`src/rtl/gpio_pkg.sv`:
```
package gpio_pkg;

  localparam int ADDR_W = 8;
  typedef logic [ADDR_W-1:0] addr_t;

  // offset of each register inside a bidirectional port's 4-byte slot
  typedef enum logic [1:0] {
    SLOT_DATA = 2'd0,
    SLOT_CFG  = 2'd1,
    SLOT_PIN  = 2'd2,
    SLOT_RSVD = 2'd3
  } slot_e;

  typedef struct packed {
    logic oe;
    logic out;
    logic pu;
  } pad_ctl_t;

  // register address of one slot of bidirectional port idx
  function automatic addr_t port_addr(addr_t base, int unsigned idx, slot_e slot);
    return base + addr_t'(idx * 4) + addr_t'(slot);
  endfunction

  // pad control from a configuration bit and a data bit
  function automatic pad_ctl_t pad_from_regs(logic cfg_bit, logic dat_bit);
    pad_ctl_t p;
    p.oe  = cfg_bit;
    p.out = dat_bit;
    p.pu  = ~cfg_bit & dat_bit;
    return p;
  endfunction

  // true for every address that returns a register value
  function automatic logic addr_mapped(addr_t a, addr_t base, int unsigned nb,
                                       addr_t out_a, addr_t in_a);
    logic hit;
    hit = (a == out_a) || (a == in_a);
    for (int unsigned k = 0; k < nb; k++) begin
      if (a == port_addr(base, k, SLOT_DATA) || a == port_addr(base, k, SLOT_CFG) ||
          a == port_addr(base, k, SLOT_PIN))
        hit = 1'b1;
    end
    return hit;
  endfunction

endpackage

```
`src/rtl/gpio_bidir_port.sv`:
```
module gpio_bidir_port
  import gpio_pkg::*;
#(
  parameter int W = 8
) (
  input  logic         clk,
  input  logic         rst_n,
  input  logic         wr_data,
  input  logic         wr_cfg,
  input  logic [W-1:0] wdata,
  input  logic [W-1:0] pin_in,
  input  logic [W-1:0] alt_en,
  input  logic [W-1:0] alt_oe,
  input  logic [W-1:0] alt_out,
  output logic [W-1:0] data_q,
  output logic [W-1:0] cfg_q,
  output logic [W-1:0] pin_q,
  output logic [W-1:0] pad_oe,
  output logic [W-1:0] pad_out,
  output logic [W-1:0] pad_pu
);

  always_ff @(posedge clk or negedge rst_n) begin
    if (!rst_n) begin
      data_q <= '0;
      cfg_q  <= '0;
      pin_q  <= '0;
    end else begin
      if (wr_data) data_q <= wdata;
      if (wr_cfg)  cfg_q  <= wdata;
      pin_q <= pin_in;
    end
  end

  // per-bit pad control; a dedicated function overrides the register path
  for (genvar b = 0; b < W; b++) begin : g_bit
    pad_ctl_t gp;
    assign gp         = pad_from_regs(cfg_q[b], data_q[b]);
    assign pad_oe[b]  = alt_en[b] ? alt_oe[b]  : gp.oe;
    assign pad_out[b] = alt_en[b] ? alt_out[b] : gp.out;
    assign pad_pu[b]  = alt_en[b] ? 1'b0       : gp.pu;
  end

endmodule

```
`src/rtl/gpio_out_port.sv`:
```
module gpio_out_port #(
  parameter int           W      = 8,
  parameter logic [W-1:0] PRESET = '1
) (
  input  logic         clk,
  input  logic         rst_n,
  input  logic         wr_en,
  input  logic [W-1:0] wdata,
  output logic [W-1:0] reg_q,
  output logic [W-1:0] pins
);

  // register stage, then a retiming stage that puts the pins one clock behind
  always_ff @(posedge clk or negedge rst_n) begin
    if (!rst_n) begin
      reg_q <= PRESET;
      pins  <= PRESET;
    end else begin
      if (wr_en) reg_q <= wdata;
      pins <= reg_q;
    end
  end

endmodule

```
`src/rtl/gpio_in_port.sv`:
```
module gpio_in_port #(
  parameter int           W       = 8,
  parameter logic [W-1:0] PRESENT = '1
) (
  input  logic [W-1:0] pins,
  output logic [W-1:0] rd_val
);

  for (genvar b = 0; b < W; b++) begin : g_bit
    if (PRESENT[b]) begin : g_present
      assign rd_val[b] = pins[b];
    end else begin : g_absent
      assign rd_val[b] = 1'b0;
    end
  end

endmodule

```
`src/rtl/gpio_bank.sv`:
```
module gpio_bank
  import gpio_pkg::*;
#(
  parameter int          NUM_BIDIR  = 3,
  parameter int          W          = 8,
  parameter logic [7:0]  BASE_ADDR  = 8'hD0,
  parameter logic [7:0]  OUT_ADDR   = 8'hDC,
  parameter logic [7:0]  IN_ADDR    = 8'hDD,
  parameter logic [7:0]  IN_PRESENT = 8'h3F,
  parameter int          SPEC_PORT  = NUM_BIDIR - 1,
  parameter int          WD_BIT     = 1,
  parameter int          CLK_BIT    = 7
) (
  input  logic                   clk,
  input  logic                   rst_n,
  input  logic [7:0]             bus_addr,
  input  logic                   bus_we,
  input  logic [7:0]             bus_wdata,
  output logic [7:0]             bus_rdata,
  input  logic [NUM_BIDIR*W-1:0] bd_pin_in,
  output logic [NUM_BIDIR*W-1:0] bd_pin_out,
  output logic [NUM_BIDIR*W-1:0] bd_pin_oe,
  output logic [NUM_BIDIR*W-1:0] bd_pin_pu,
  input  logic                   wd_err,
  input  logic                   osc_clk,
  output logic [7:0]             out_pins,
  input  logic [7:0]             in_pins
);

  localparam int BW = NUM_BIDIR * W;

  logic [W-1:0] port_data [NUM_BIDIR];
  logic [W-1:0] port_cfg  [NUM_BIDIR];
  logic [W-1:0] port_pin  [NUM_BIDIR];

  // named internal events, brought out for the checker
  logic [NUM_BIDIR-1:0] wr_data_hit;
  logic [NUM_BIDIR-1:0] wr_cfg_hit;
  logic                 wr_out_hit;
  logic [7:0]           out_reg_q;
  logic [7:0]           in_val;

  for (genvar k = 0; k < NUM_BIDIR; k++) begin : g_port
    logic [W-1:0] alt_en;
    logic [W-1:0] alt_oe;
    logic [W-1:0] alt_out;

    assign wr_data_hit[k] = bus_we && (bus_addr == port_addr(BASE_ADDR, k, SLOT_DATA));
    assign wr_cfg_hit[k]  = bus_we && (bus_addr == port_addr(BASE_ADDR, k, SLOT_CFG));

    for (genvar b = 0; b < W; b++) begin : g_alt
      if (k == SPEC_PORT && b == WD_BIT) begin : g_wd
        assign alt_en[b]  = 1'b1;
        assign alt_oe[b]  = 1'b1;
        assign alt_out[b] = wd_err;
      end else if (k == SPEC_PORT && b == CLK_BIT) begin : g_ck
        assign alt_en[b]  = 1'b1;
        assign alt_oe[b]  = port_cfg[k][b];
        assign alt_out[b] = osc_clk;
      end else begin : g_gp
        assign alt_en[b]  = 1'b0;
        assign alt_oe[b]  = 1'b0;
        assign alt_out[b] = 1'b0;
      end
    end

    gpio_bidir_port #(.W(W)) u_port (
      .clk     (clk),
      .rst_n   (rst_n),
      .wr_data (wr_data_hit[k]),
      .wr_cfg  (wr_cfg_hit[k]),
      .wdata   (bus_wdata[W-1:0]),
      .pin_in  (bd_pin_in[k*W +: W]),
      .alt_en  (alt_en),
      .alt_oe  (alt_oe),
      .alt_out (alt_out),
      .data_q  (port_data[k]),
      .cfg_q   (port_cfg[k]),
      .pin_q   (port_pin[k]),
      .pad_oe  (bd_pin_oe[k*W +: W]),
      .pad_out (bd_pin_out[k*W +: W]),
      .pad_pu  (bd_pin_pu[k*W +: W])
    );
  end

  assign wr_out_hit = bus_we && (bus_addr == OUT_ADDR);

  gpio_out_port #(.W(8), .PRESET(8'hFF)) u_out (
    .clk   (clk),
    .rst_n (rst_n),
    .wr_en (wr_out_hit),
    .wdata (bus_wdata),
    .reg_q (out_reg_q),
    .pins  (out_pins)
  );

  gpio_in_port #(.W(8), .PRESENT(IN_PRESENT)) u_in (
    .pins   (in_pins),
    .rd_val (in_val)
  );

  // read multiplexer
  always_comb begin
    bus_rdata = '0;
    for (int unsigned k = 0; k < NUM_BIDIR; k++) begin
      if (bus_addr == port_addr(BASE_ADDR, k, SLOT_DATA)) bus_rdata = 8'(port_data[k]);
      if (bus_addr == port_addr(BASE_ADDR, k, SLOT_CFG))  bus_rdata = 8'(port_cfg[k]);
      if (bus_addr == port_addr(BASE_ADDR, k, SLOT_PIN))  bus_rdata = 8'(port_pin[k]);
    end
    if (bus_addr == OUT_ADDR) bus_rdata = out_reg_q;
    if (bus_addr == IN_ADDR)  bus_rdata = in_val;
  end

  localparam int UNUSED_BW = BW;

endmodule

```
`config.mk`:
```
export PLATFORM = sky130hd
export DESIGN_NAME = gpio_bank
export DESIGN_NICKNAME = d
export VERILOG_FILES = /design/src/rtl/gpio_pkg.sv /design/src/rtl/gpio_bidir_port.sv /design/src/rtl/gpio_out_port.sv /design/src/rtl/gpio_in_port.sv /design/src/rtl/gpio_bank.sv
export SDC_FILE = /design/constraint.sdc
export NUM_CORES = 1
export LEC_CHECK = 0
export BUFFER_PORTS_ARGS = -buffer_cell sky130_fd_sc_hd__buf_2
export CORE_MARGIN = 2
export CORE_UTILIZATION = 56
export DETAILED_ROUTE_END_ITERATION = 8
export HOLD_SLACK_MARGIN = 0.02
export PLACE_DENSITY = 0.95
export SLEW_MARGIN = 20
export SYNTH_ARGS = -nofsm -noshare
export SYNTH_HDL_FRONTEND = slang
export SYNTH_SLANG_ARGS = --single-unit
```
`constraint.sdc`:
```
create_clock -name clk -period 2.36 [get_ports clk]
set_input_delay 0.118 -clock clk [delete_from_list [all_inputs] [get_ports clk]]
set_output_delay 0.118 -clock clk [all_outputs]
set_load 0.01 [all_outputs]
```
==> impl_metrics.tcl <==
set metrics [dict create \
    port_buffers 131 \
    slew_headroom_pct 48.4 \
    synth_cell_type_count 54 \
    syn_area_um2 4540 \
    whs_ns 0.0738 \
    routed_via_density 5.93 \
    ir_worst_vdd_mv 0.383 \
    cts_buffer_depth 2 \
    areaGrowthSynthToFinish_pct 22.5 \
    grt_usage_pct 28.4 \
    cp-start-kind "primary input" \
    status "finished, final reports clean" \
    fmax_ghz 0.486 \
    numCtsBuffers 9 \
    post_cts_buffers 0 \
    grt_setup_unrepaired "false" \
    worst-endpoint-required_ns 2.24 \
    synth_top_area_cell "dfrtp_1" \
    final_hold_viol_count 0 \
    htreeDepth 3 \
    grt_pass1_vias 3688 \
    worst_r2r_path_depth 1 \
    crit_arrival_ns 1.94 \
    power_density_nw_per_um2 556 \
    die_h_um 94.1 \
    cts.clk_slew.worst_paths_ns 0.09 \
    yosys-top-cells-area "dfrtp_1, mux2_2, dfstp_2" \
    ys_async_sr_fraction_pct 100 \
    hold_depth 2 \
    cts.hold.buffers_added 25 \
    die-area_um2 8850 \
    end_kind "output port" \
    final_cell_area_um2 5570 \
    initial_utilization_pct 58.2 \
    setup_slack_ns 0.301 \
    tightest_slew_ns 0.774 \
    vias 3815 \
    rows 32 \
    ios 141 \
    tns_ns 0 \
    ys_seq_elements 88 \
    cts_resized 0 \
    die_w_um 94.1 \
    grt_antenna_before_repair 1 \
    grt_pass1_wl_um 18800 \
    crit_path_max_fanout 12 \
    finClkSkew_ns 0.00506 \
    ant_nets 0 \
    crit_type "in -> out" \
    synth.avg_cell_area_um2 11.4 \
    period_share_pct 87.2 \
    synth-seq-area-share_pct 48.9 \
    cts_tree "done" \
    clk_latency_ns 0.36 \
    leakage_nw 2.80 \
    syn_inst 399 \
    post-route-min-period_ns 2.06 \
    pre_cts_ws_ns 0.290 \
    synth_edf_count 0 \
    gp_routability_congestion 0.914 \
    layout-drive-gt1-share_pct 45.3 \
    drt_iter0_drc 351 \
    antennaDiodeCount 0 \
    nets 589 \
    coreArea_um2 7810 \
    synth_top_area_share_pct 39.7 \
    ys.flop_type "dfrtp_1" \
    overflow 0 \
    drtPass1Iterations 6 \
    hpwl_um 8220 \
    hold_path.class "in -> reg" \
    slew_violations 0 \
    clock-sinks 88 \
    drt-wirelength-per-cell_um 18.9 \
    grt_max_degree 89 \
    fillers 540 \
    dpl_cell_area_um2 5120 \
    yosysWarningCount 0 \
    setup_viol 0 \
    drc 0 \
    wirelength_um 12100 \
    cap_viol_max_count 0 \
    cts-root-buf "clkbuf_8" \
]
==> flip-flops by register name, summed over array words and instances, names as in the netlist <==
signal	count
u_out.reg_q	8
u_out.pins	8
g_port.u_port.pin_q	24
g_port.u_port.cfg_q	24
g_port.u_port.data_q	24
==> report_power, final <==
group | internal (W) | switching [W] | leakage (nW)
clock network | 0.000428 | 0.000572 | 0.0956
registers | 0.00159 | 0.0000601 | 1.10
logic | 0.000204 | 0.000240 | 1.60
total | 0.00222 | 0.000872 | 2.80
==> critical path, cell delays in order <==
cell	delay [ns]
buf_2	0.10
and4b_1	0.56
nand2_2	0.29
nor3_1	0.40
o22ai_1	0.14
nor2_1	0.16
buf_2	0.16
==> layout by cell type (no fill, tap or decap), drive strengths merged, types with 3 or more instances in the layout <==
cell / netlist / routed
mux2: 56 / 56
dfstp: 16 / 16
conb: 2 / 3
dfrtp: 72 / 72
a211o: 5 / 5
nand2b: 11 / 11
nor3: 19 / 19
nor2: 29 / 29
o21ai: 24 / 24
dlygate4sd3: 0 / 25
nand2: 12 / 12
nor2b: 34 / 34
inv: 2 / 6
a21oi: 23 / 23
clkbuf: 3 / 10
buf: 37 / 140
nand3: 6 / 6
nor4: 3 / 3
nand3b: 3 / 3
a2111oi: 5 / 5
nand4: 3 / 3
or2: 3 / 3
a211oi: 3 / 3
==> synth_stat cells (3+ instances only) <==
library cell and instances:
nor3_1 16, buf_2 8, a21oi_1 23, nor2_2 3
buf_4 24, dfstp_2 16, nand2b_1 11, mux2_2 40
nor2_1 26, dfrtp_1 72, buf_6 5, clkbuf_1 3
nor4_1 3, a211o_1 5, o21ai_0 24, mux2_4 16
nand3_1 4, a211oi_1 3, nand2_1 11, nor2b_1 34
a2111oi_2 4
==> worst paths after layout <==
kind / from / endpoint / slack (ns)
setup / recovery: bus_addr[5] / bus_rdata[7] / 0.30
hold / removal: bus_wdata[7] / u_out.reg_q[7] / 0.07
setup reg to reg: g_port[0].u_port.cfg_q[4] / g_port[0].u_port.cfg_q[4] / 1.53
hold reg to reg: u_out.reg_q[1] / u_out.pins[1] / 0.38
max in group asynchronous: rst_n / g_port[2].u_port.data_q[2] / 1.50
min in group asynchronous: rst_n / g_port[0].u_port.data_q[5] / 0.36
==> routing by layer <==
metal / GRT usage [%] / vias up / share of wire [%]
met3: 7.62 / 30 / 10
met1: 36.4 / 1867 / 38
met4: 12.3 / 0 / 2.3
li1: - / 1681 / -
met2: 45.5 / 237 / 49
met5: 0 / - / 0
==> area by class of cell <==
cell class / count / area, µm² / area share [%]
inverters: 2 / 7.51 / 0.135
clock buffers: 10 / 138 / 2.47
flip-flops and latches: 88 / 2220 / 39.9
multi-input cells: 270 / 2030 / 36.5
well taps: 102 / 128 / 2.29
repair buffers: 165 / 992 / 17.8
clock inverters: 6 / 50.0 / 0.899
==> per-stage QoR <==
step / instances / total power, W / util (%)
finish: 643 / 0.00309 / 71.3
detailed placement: 602 / 0.00208 / 65.6
CTS: 643 / 0.00309 / 71.3
floorplan: 400 / 0.00191 / -
global route: 643 / 0.00322 / 71.3
global placement: 602 / 0.00207 / 65.6
==> cells by family after synthesis <==
| family | Yosys count | share of synthesized area [%] |
|---|---|---|
| AOI/OAI and AO/OA | 78 | 11.4 |
| adders and majority gates | 1 | 0.220 |
| buffers and inverters | 42 | 6.50 |
| DFF | 88 | 48.9 |
| muxes | 58 | 15.6 |
| other | 2 | 0.165 |
| and+or+nand+nor | 130 | 17.2 |
Power figures use the tool's default switching activity.
